[src/rtl/pwm_ds_pkg.sv]
package pwm_ds_pkg;
  typedef enum logic [2:0] {
    TOP_FIX8   = 3'd0,
    TOP_FIX9   = 3'd1,
    TOP_FIX10  = 3'd2,
    TOP_PERIOD = 3'd3,
    TOP_CMP0   = 3'd4
  } top_sel_e;

  localparam int unsigned MIN_TOP = 3;
endpackage

[src/rtl/pwm_top_sel.sv]
module pwm_top_sel #(
  parameter int unsigned W = 16
) (
  input  logic [2:0]   mode_i,
  input  logic [W-1:0] period_i,
  input  logic [W-1:0] cmp0_i,
  output logic [W-1:0] top_o
);
  import pwm_ds_pkg::*;

  localparam logic [W-1:0] FIX8  = W'(16'h00FF);
  localparam logic [W-1:0] FIX9  = W'(16'h01FF);
  localparam logic [W-1:0] FIX10 = W'(16'h03FF);
  localparam logic [W-1:0] VMIN  = W'(MIN_TOP);

  logic [W-1:0] var_top;
  logic         use_var;

  always_comb begin
    var_top = period_i;
    use_var = 1'b0;
    top_o   = FIX8;
    case (top_sel_e'(mode_i))
      TOP_FIX9:   top_o = FIX9;
      TOP_FIX10:  top_o = FIX10;
      TOP_PERIOD: begin var_top = period_i; use_var = 1'b1; end
      TOP_CMP0:   begin var_top = cmp0_i;   use_var = 1'b1; end
      default:    top_o = FIX8;
    endcase
    if (use_var) top_o = (var_top < VMIN) ? VMIN : var_top;
  end
endmodule

[src/rtl/pwm_counter.sv]
module pwm_counter #(
  parameter int unsigned W = 16
) (
  input  logic         clk_i,
  input  logic         rst_ni,
  input  logic         tick_i,
  input  logic [W-1:0] top_i,
  output logic [W-1:0] count_o,
  output logic         up_o,
  output logic         at_top_o,
  output logic         rising_o
);
  logic [W-1:0] cnt_q;
  logic         up_q;

  always_ff @(posedge clk_i or negedge rst_ni) begin
    if (!rst_ni) begin
      cnt_q <= '0;
      up_q  <= 1'b1;
    end else if (tick_i) begin
      if (up_q && cnt_q >= top_i) begin
        cnt_q <= cnt_q - 1'b1;
        up_q  <= 1'b0;
      end else if (up_q) begin
        cnt_q <= cnt_q + 1'b1;
      end else if (cnt_q == '0) begin
        cnt_q <= cnt_q + 1'b1;
        up_q  <= 1'b1;
      end else begin
        cnt_q <= cnt_q - 1'b1;
      end
    end
  end

  assign count_o  = cnt_q;
  assign up_o     = up_q;
  // >= so a TOP lowered below the count still turns it
  assign at_top_o = up_q && (cnt_q >= top_i);
  assign rising_o = up_q && (cnt_q != '0);
endmodule

[src/rtl/pwm_channel.sv]
module pwm_channel #(
  parameter int unsigned W = 16
) (
  input  logic         clk_i,
  input  logic         rst_ni,
  input  logic         tick_i,
  input  logic         wr_i,
  input  logic [W-1:0] data_i,
  input  logic         load_i,
  input  logic [W-1:0] count_i,
  input  logic [W-1:0] top_i,
  input  logic         rising_i,
  input  logic         at_top_i,
  input  logic         inv_i,
  input  logic         clr_i,
  output logic [W-1:0] cmp_act_o,
  output logic         pwm_o,
  output logic         flag_o
);
  logic [W-1:0] buf_q, act_q;
  logic         lvl_q, flag_q;
  logic         match, clr_evt, set_evt;

  assign match   = (count_i == act_q);
  // compare at/above TOP: force low at the top so no pulse escapes
  assign clr_evt = tick_i && rising_i && (match || (at_top_i && act_q >= top_i));
  assign set_evt = tick_i && !rising_i && match;

  always_ff @(posedge clk_i or negedge rst_ni) begin
    if (!rst_ni) begin
      buf_q  <= '0;
      act_q  <= '0;
      lvl_q  <= 1'b0;
      flag_q <= 1'b0;
    end else begin
      if (wr_i) buf_q <= data_i;
      if (load_i) act_q <= buf_q;
      if (clr_evt)      lvl_q <= 1'b0;
      else if (set_evt) lvl_q <= 1'b1;
      if (tick_i && match) flag_q <= 1'b1;
      else if (clr_i)      flag_q <= 1'b0;
    end
  end

  assign cmp_act_o = act_q;
  assign pwm_o     = lvl_q ^ inv_i;
  assign flag_o    = flag_q;
endmodule

[src/rtl/pwm_dual_slope.sv]
module pwm_dual_slope #(
  parameter int unsigned W    = 16,
  parameter int unsigned CH_N = 2
) (
  input  logic            clk_i,
  input  logic            rst_ni,
  input  logic            tick_i,
  input  logic [2:0]      mode_i,
  input  logic [CH_N-1:0] inv_i,
  input  logic            period_wr_i,
  input  logic [W-1:0]    period_data_i,
  input  logic [CH_N-1:0] cmp_wr_i,
  input  logic [W-1:0]    cmp_data_i,
  input  logic            ovf_clr_i,
  input  logic            top_clr_i,
  input  logic [CH_N-1:0] cmp_clr_i,
  output logic [W-1:0]    count_o,
  output logic [CH_N-1:0] pwm_o,
  output logic            ovf_flag_o,
  output logic            top_flag_o,
  output logic [CH_N-1:0] cmp_flag_o
);
  import pwm_ds_pkg::*;

  logic [W-1:0]            cnt, top_val, per_buf_q, per_act_q;
  logic                    up, at_top, rising, load;
  logic [CH_N-1:0][W-1:0]  cmp_act;
  logic                    ovf_q, topf_q;

  pwm_top_sel #(.W(W)) u_sel (
    .mode_i   (mode_i),
    .period_i (per_act_q),
    .cmp0_i   (cmp_act[0]),
    .top_o    (top_val)
  );

  pwm_counter #(.W(W)) u_cnt (
    .clk_i    (clk_i),
    .rst_ni   (rst_ni),
    .tick_i   (tick_i),
    .top_i    (top_val),
    .count_o  (cnt),
    .up_o     (up),
    .at_top_o (at_top),
    .rising_o (rising)
  );

  assign load = tick_i && at_top;

  for (genvar c = 0; c < CH_N; c++) begin : g_ch
    pwm_channel #(.W(W)) u_ch (
      .clk_i     (clk_i),
      .rst_ni    (rst_ni),
      .tick_i    (tick_i),
      .wr_i      (cmp_wr_i[c]),
      .data_i    (cmp_data_i),
      .load_i    (load),
      .count_i   (cnt),
      .top_i     (top_val),
      .rising_i  (rising),
      .at_top_i  (at_top),
      .inv_i     (inv_i[c]),
      .clr_i     (cmp_clr_i[c]),
      .cmp_act_o (cmp_act[c]),
      .pwm_o     (pwm_o[c]),
      .flag_o    (cmp_flag_o[c])
    );
  end

  always_ff @(posedge clk_i or negedge rst_ni) begin
    if (!rst_ni) begin
      per_buf_q <= '0;
      per_act_q <= '0;
      ovf_q     <= 1'b0;
      topf_q    <= 1'b0;
    end else begin
      if (period_wr_i) per_buf_q <= period_data_i;
      if (load)        per_act_q <= per_buf_q;
      if (tick_i && cnt == '0) ovf_q <= 1'b1;
      else if (ovf_clr_i)      ovf_q <= 1'b0;
      if (load && top_sel_e'(mode_i) == TOP_PERIOD) topf_q <= 1'b1;
      else if (top_clr_i)                           topf_q <= 1'b0;
    end
  end

  assign count_o    = cnt;
  assign ovf_flag_o = ovf_q;
  assign top_flag_o = topf_q;
endmodule

[config.mk]
export PLATFORM = sky130hd
export DESIGN_NAME = pwm_dual_slope
export DESIGN_NICKNAME = d
export VERILOG_FILES = /design/src/rtl/pwm_ds_pkg.sv /design/src/rtl/pwm_top_sel.sv /design/src/rtl/pwm_counter.sv /design/src/rtl/pwm_channel.sv /design/src/rtl/pwm_dual_slope.sv
export SDC_FILE = /design/constraint.sdc
export NUM_CORES = 1
export LEC_CHECK = 0
export ABC_CLOCK_PERIOD_IN_PS = 4000
export BUFFER_PORTS_ARGS = -buffer_cell sky130_fd_sc_hd__buf_2
export CORE_UTILIZATION = 25
export CTS_BUF_LIST = sky130_fd_sc_hd__clkbuf_4 sky130_fd_sc_hd__clkbuf_8
export CTS_CLUSTER_DIAMETER = 100
export DETAILED_ROUTE_END_ITERATION = 8
export MAX_ROUTING_LAYER = met4
export PLACE_DENSITY_LB_ADDON = 0.15
export REMOVE_ABC_BUFFERS = 1
export SKIP_LAST_GASP = 1
export SYNTH_ARGS = -nofsm -noshare
export SYNTH_HDL_FRONTEND = slang
export SYNTH_HIERARCHICAL = 1
export SYNTH_SLANG_ARGS = --single-unit
[constraint.sdc]
create_clock -name clk_i -period 4 [get_ports clk_i]
set_input_delay 0.6 -clock clk_i [delete_from_list [all_inputs] [get_ports clk_i]]
set_output_delay 0.6 -clock clk_i [all_outputs]
set_load 0.05 [all_outputs]
==> summary.txt <==
CTS
  – Worst skew pair latency: ~0.45 ns
  – Num CTS Buffers: 17
  – Longest Clk Path Bufs: 2
  – CTS tree: yes
  – Root Buffer: clkbuf_8
  – Sink Count: around 120
  – Htree depth: 4
  – Clock slew at reported path FFs: 0.08 ns
  – Setup bufs post-CTS: 0
  – Post-CTS sizing: 0
  – Hold_buf cts: 0

Synthesis
  – Cells after synthesis: between 600 and 700
  – Syn avg cell area: around 11 um2
  – Post-synth top area share: between 40% and 50%
  – Post-synth EDFFs: 0
  – Largest area contributor in the netlist: dfrtp_1
  – Synth warn: 6
  – Synth Register Bits: 119
  – Synth top area cells: dfrtp_1, mux2_2, ha_1
  – Synth cell types: 60
  – Seq/Total Area, Yosys: a little over two fifths
  – Async SR Flop Fraction: 100.0%
  – Ys flop type: dfrtp_1
  – Mapped cell area: approximately 0.0069 mm2

Routing
  – WL final: between 15 and 20 mm
  – Routed Antenna Nets: 0
  – Routed vias: slightly below 5000
  – 1st-iter DRT viols: ~180
  – Wire per inst: 18.05 um
  – DRC viols: 0
  – Avg Vias per Cell: between 4 and 5
  – DRT Pass-1 Iters: 4

Die
  – I/O pins: between 60 and 70
  – Die ar.: between 0.02 and 0.03 mm2
  – Core Region: between 0.02 and 0.03 mm2
  – Die width: around 170 um
  – Initial Util: between 20% and 30%
  – Die Y: ~170 um
  – Row count: 60

Setup path
  – Critical Path Fanout Max: 5
  – WS Path Type: reg2reg
  – CP arrival: 4.10 ns
  – Req. time, crit path: around 4.4 ns
  – Startpoint Class: flip-flop
  – Critical Path Sink Type: flip-flop

Timing
  – Period utilization: 93.15%
  – Final Hold Viols: 0
  – Final min period: about 3.7 ns
  – Final setup viols: 0
  – Least-Margin Pin Slew: 0.8977 ns
  – Setup TNS: 0 ns
  – Fin. max-slew vios: 0
  – Fmax: 268.4 MHz
  – Max_slew headroom: approximately two fifths
  – RSZ-0062 raised after global routing: false
  – Skew final: 0.01816 ns

Pwr
  – IR drop worst, VDD: approximately 0.21 mV
  – Pwr per Cell Area: between 700 and 800 mW/mm2
  – Leak: approximately 3.9 nW
  – Tot Pwr: 6.485 mW

Global routing
  – Initial antenna violation count: 0
  – Largest net degree at the start of global routing: 68
  – Gr ovfl total: 0
  – Number of global-route vias before repair: 5135
  – Total track usage: about 15%
  – First-pass GRT wire length: ~30 mm

Cells and area
  – Layout area overhead: 20.62%
  – Layout cells sized above 1: between 30% and 40%
  – Fillers: about 2800
  – Layout net count: 800
  – Diode count: 0

Run status
  – Outcome: finished, final reports clean

Placement
  – GP Congestion: 0.8458
  – IO buf count: around 70
  – DP HPWL: 14.63 mm

Hold path
  – Worst min-delay path class: in2async

Job
  – # Max-Cap Violations: 0
==> final cells by class <==
cell class                 count  area [um2]  area share [%]
tap                          341       426.7           5.150
multi-input combinational    410        3585           43.27
sequential                   119        2979           35.96
clock inverter                11       195.2           2.356
clock buffer                  21       282.8           3.413
inverter                      56       210.2           2.537
timing repair buffer          98       605.6           7.310
==> synth_stat cells, types with 8 or more instances <==
| cell | instances |
|---|---|
| xor2_1 | 28 |
| nor4_1 | 16 |
| nand3_1 | 13 |
| xnor2_1 | 22 |
| mux2_2 | 87 |
| o21ai_0 | 12 |
| nor2_1 | 12 |
| ha_1 | 51 |
| nand2_1 | 31 |
| nand4_1 | 10 |
| mux2i_1 | 13 |
| mux2_4 | 8 |
| dfrtp_1 | 118 |
| inv_1 | 56 |
| a21oi_1 | 22 |
==> worst max-delay path: stages (launching register included) <==
cell and delay [ns]:
dfrtp_1 0.39, nor4_1 0.61, a41o_1 0.29, o32a_2 0.20, inv_1 0.05, ha_1 0.29, nor2b_1 0.14, o211a_1 0.20
o311ai_1 0.26, nand3_1 0.14, and2_1 0.22, buf_4 0.17, nand2_1 0.06, and4b_1 0.18, a32oi_1 0.18, o211ai_1 0.11
a31oi_1 0.17
==> cells in the final DEF, fill, tap and decap left out, types with 4 or more instances in the layout <==
master	Yosys	layout
bufinv_16	0	5
and4_1	7	7
dfrtp_1	118	118
a21oi_1	22	22
clkbuf_8	0	20
ha_1	51	51
nand2_1	31	31
mux2_2	87	87
or3_1	4	4
mux2_4	8	8
xnor2_1	22	22
nor3_1	6	6
xor2_1	28	28
nor4_1	16	15
mux2i_1	13	13
and3_1	6	6
nor2_1	12	12
inv_1	56	56
nand4_1	10	10
buf_2	7	67
o21ai_0	12	12
nor2b_1	5	5
nand3_1	13	13
buf_4	0	28
a22o_1	7	7
o22a_2	6	6
==> metal layers <==
layer / track usage, % / wire [um] / vias to the layer above
li1: - / - / 2360
met1: 19.48 / 9339 / 2396
met2: 23.08 / 8799 / 101
met3: 2.789 / 593 / 17
met4: 5.146 / 324 / 0
met5: - / 0 / -
==> power by group <==
group          switching (mW)  internal, mW  total (mW)
Combinational            1.62          1.39        3.01
Clock                   0.528         0.799        1.33
Sequential              0.552          1.60        2.15
==> stage by stage <==
stage / worst slack, ns / hold WS, ns / cell area [um2] / utilization, % / cells
2_1_floorplan: 0.003767 / 0.3044 / 6768 / - / 585
3_3_place_gp: 0.2012 / 0.4849 / 7800 / 28.94 / 1024
3_5_place_dp: 0.1693 / 0.4880 / 7800 / 28.94 / 1024
4_1_cts: 0.1456 / 0.2855 / 8278 / 30.71 / 1056
5_1_grt: 0.06619 / 0.2961 / 8284 / 30.74 / 1056
6_report: 0.2740 / 0.2649 / 8284 / 30.74 / 1056
==> cells by family (layout without fill, tap and decap cells) <==
group,count (synthesis),in the layout,share of synthesized area (%)
simple gates,130,130,10.97
fa+ha+maj,51,51,9.291
mux,109,109,18.07
flops,119,119,43.38
buf+inv,72,186,4.518
xor+xnor,50,50,6.376
compound gates,70,70,7.397
==> flip-flops by register name (all words and copies together), names as in the netlist <==
register             count
u_cnt/count_o           16
g_ch.u_ch/buf_q         32
per_act_q               16
g_ch.u_ch/lvl_q          2
per_buf_q               16
u_cnt/up_o               1
top_flag_o               1
ovf_flag_o               1
g_ch.u_ch/cmp_act_o     32
g_ch.u_ch/flag_o         2
==> path summary, 6_finish.rpt <==
check	from	slack, ns	endpoint	cells after the start
worst max register to register	g_ch[0].u_ch/cmp_act_o[12]	0.27	g_ch[1].u_ch/lvl_q	16
max in group asynchronous	rst_ni	2.92	u_cnt/up_o	2
worst min-delay path	rst_ni	0.26	ovf_flag_o	1
worst min register to register	g_ch[0].u_ch/buf_q[0]	0.49	g_ch[0].u_ch/cmp_act_o[0]	2
min in group clk_i	cmp_clr_i[0]	0.32	g_ch[0].u_ch/flag_o	2
worst max-delay path	g_ch[0].u_ch/cmp_act_o[12]	0.27	g_ch[1].u_ch/lvl_q	16
Power figures use the tool's default switching activity.
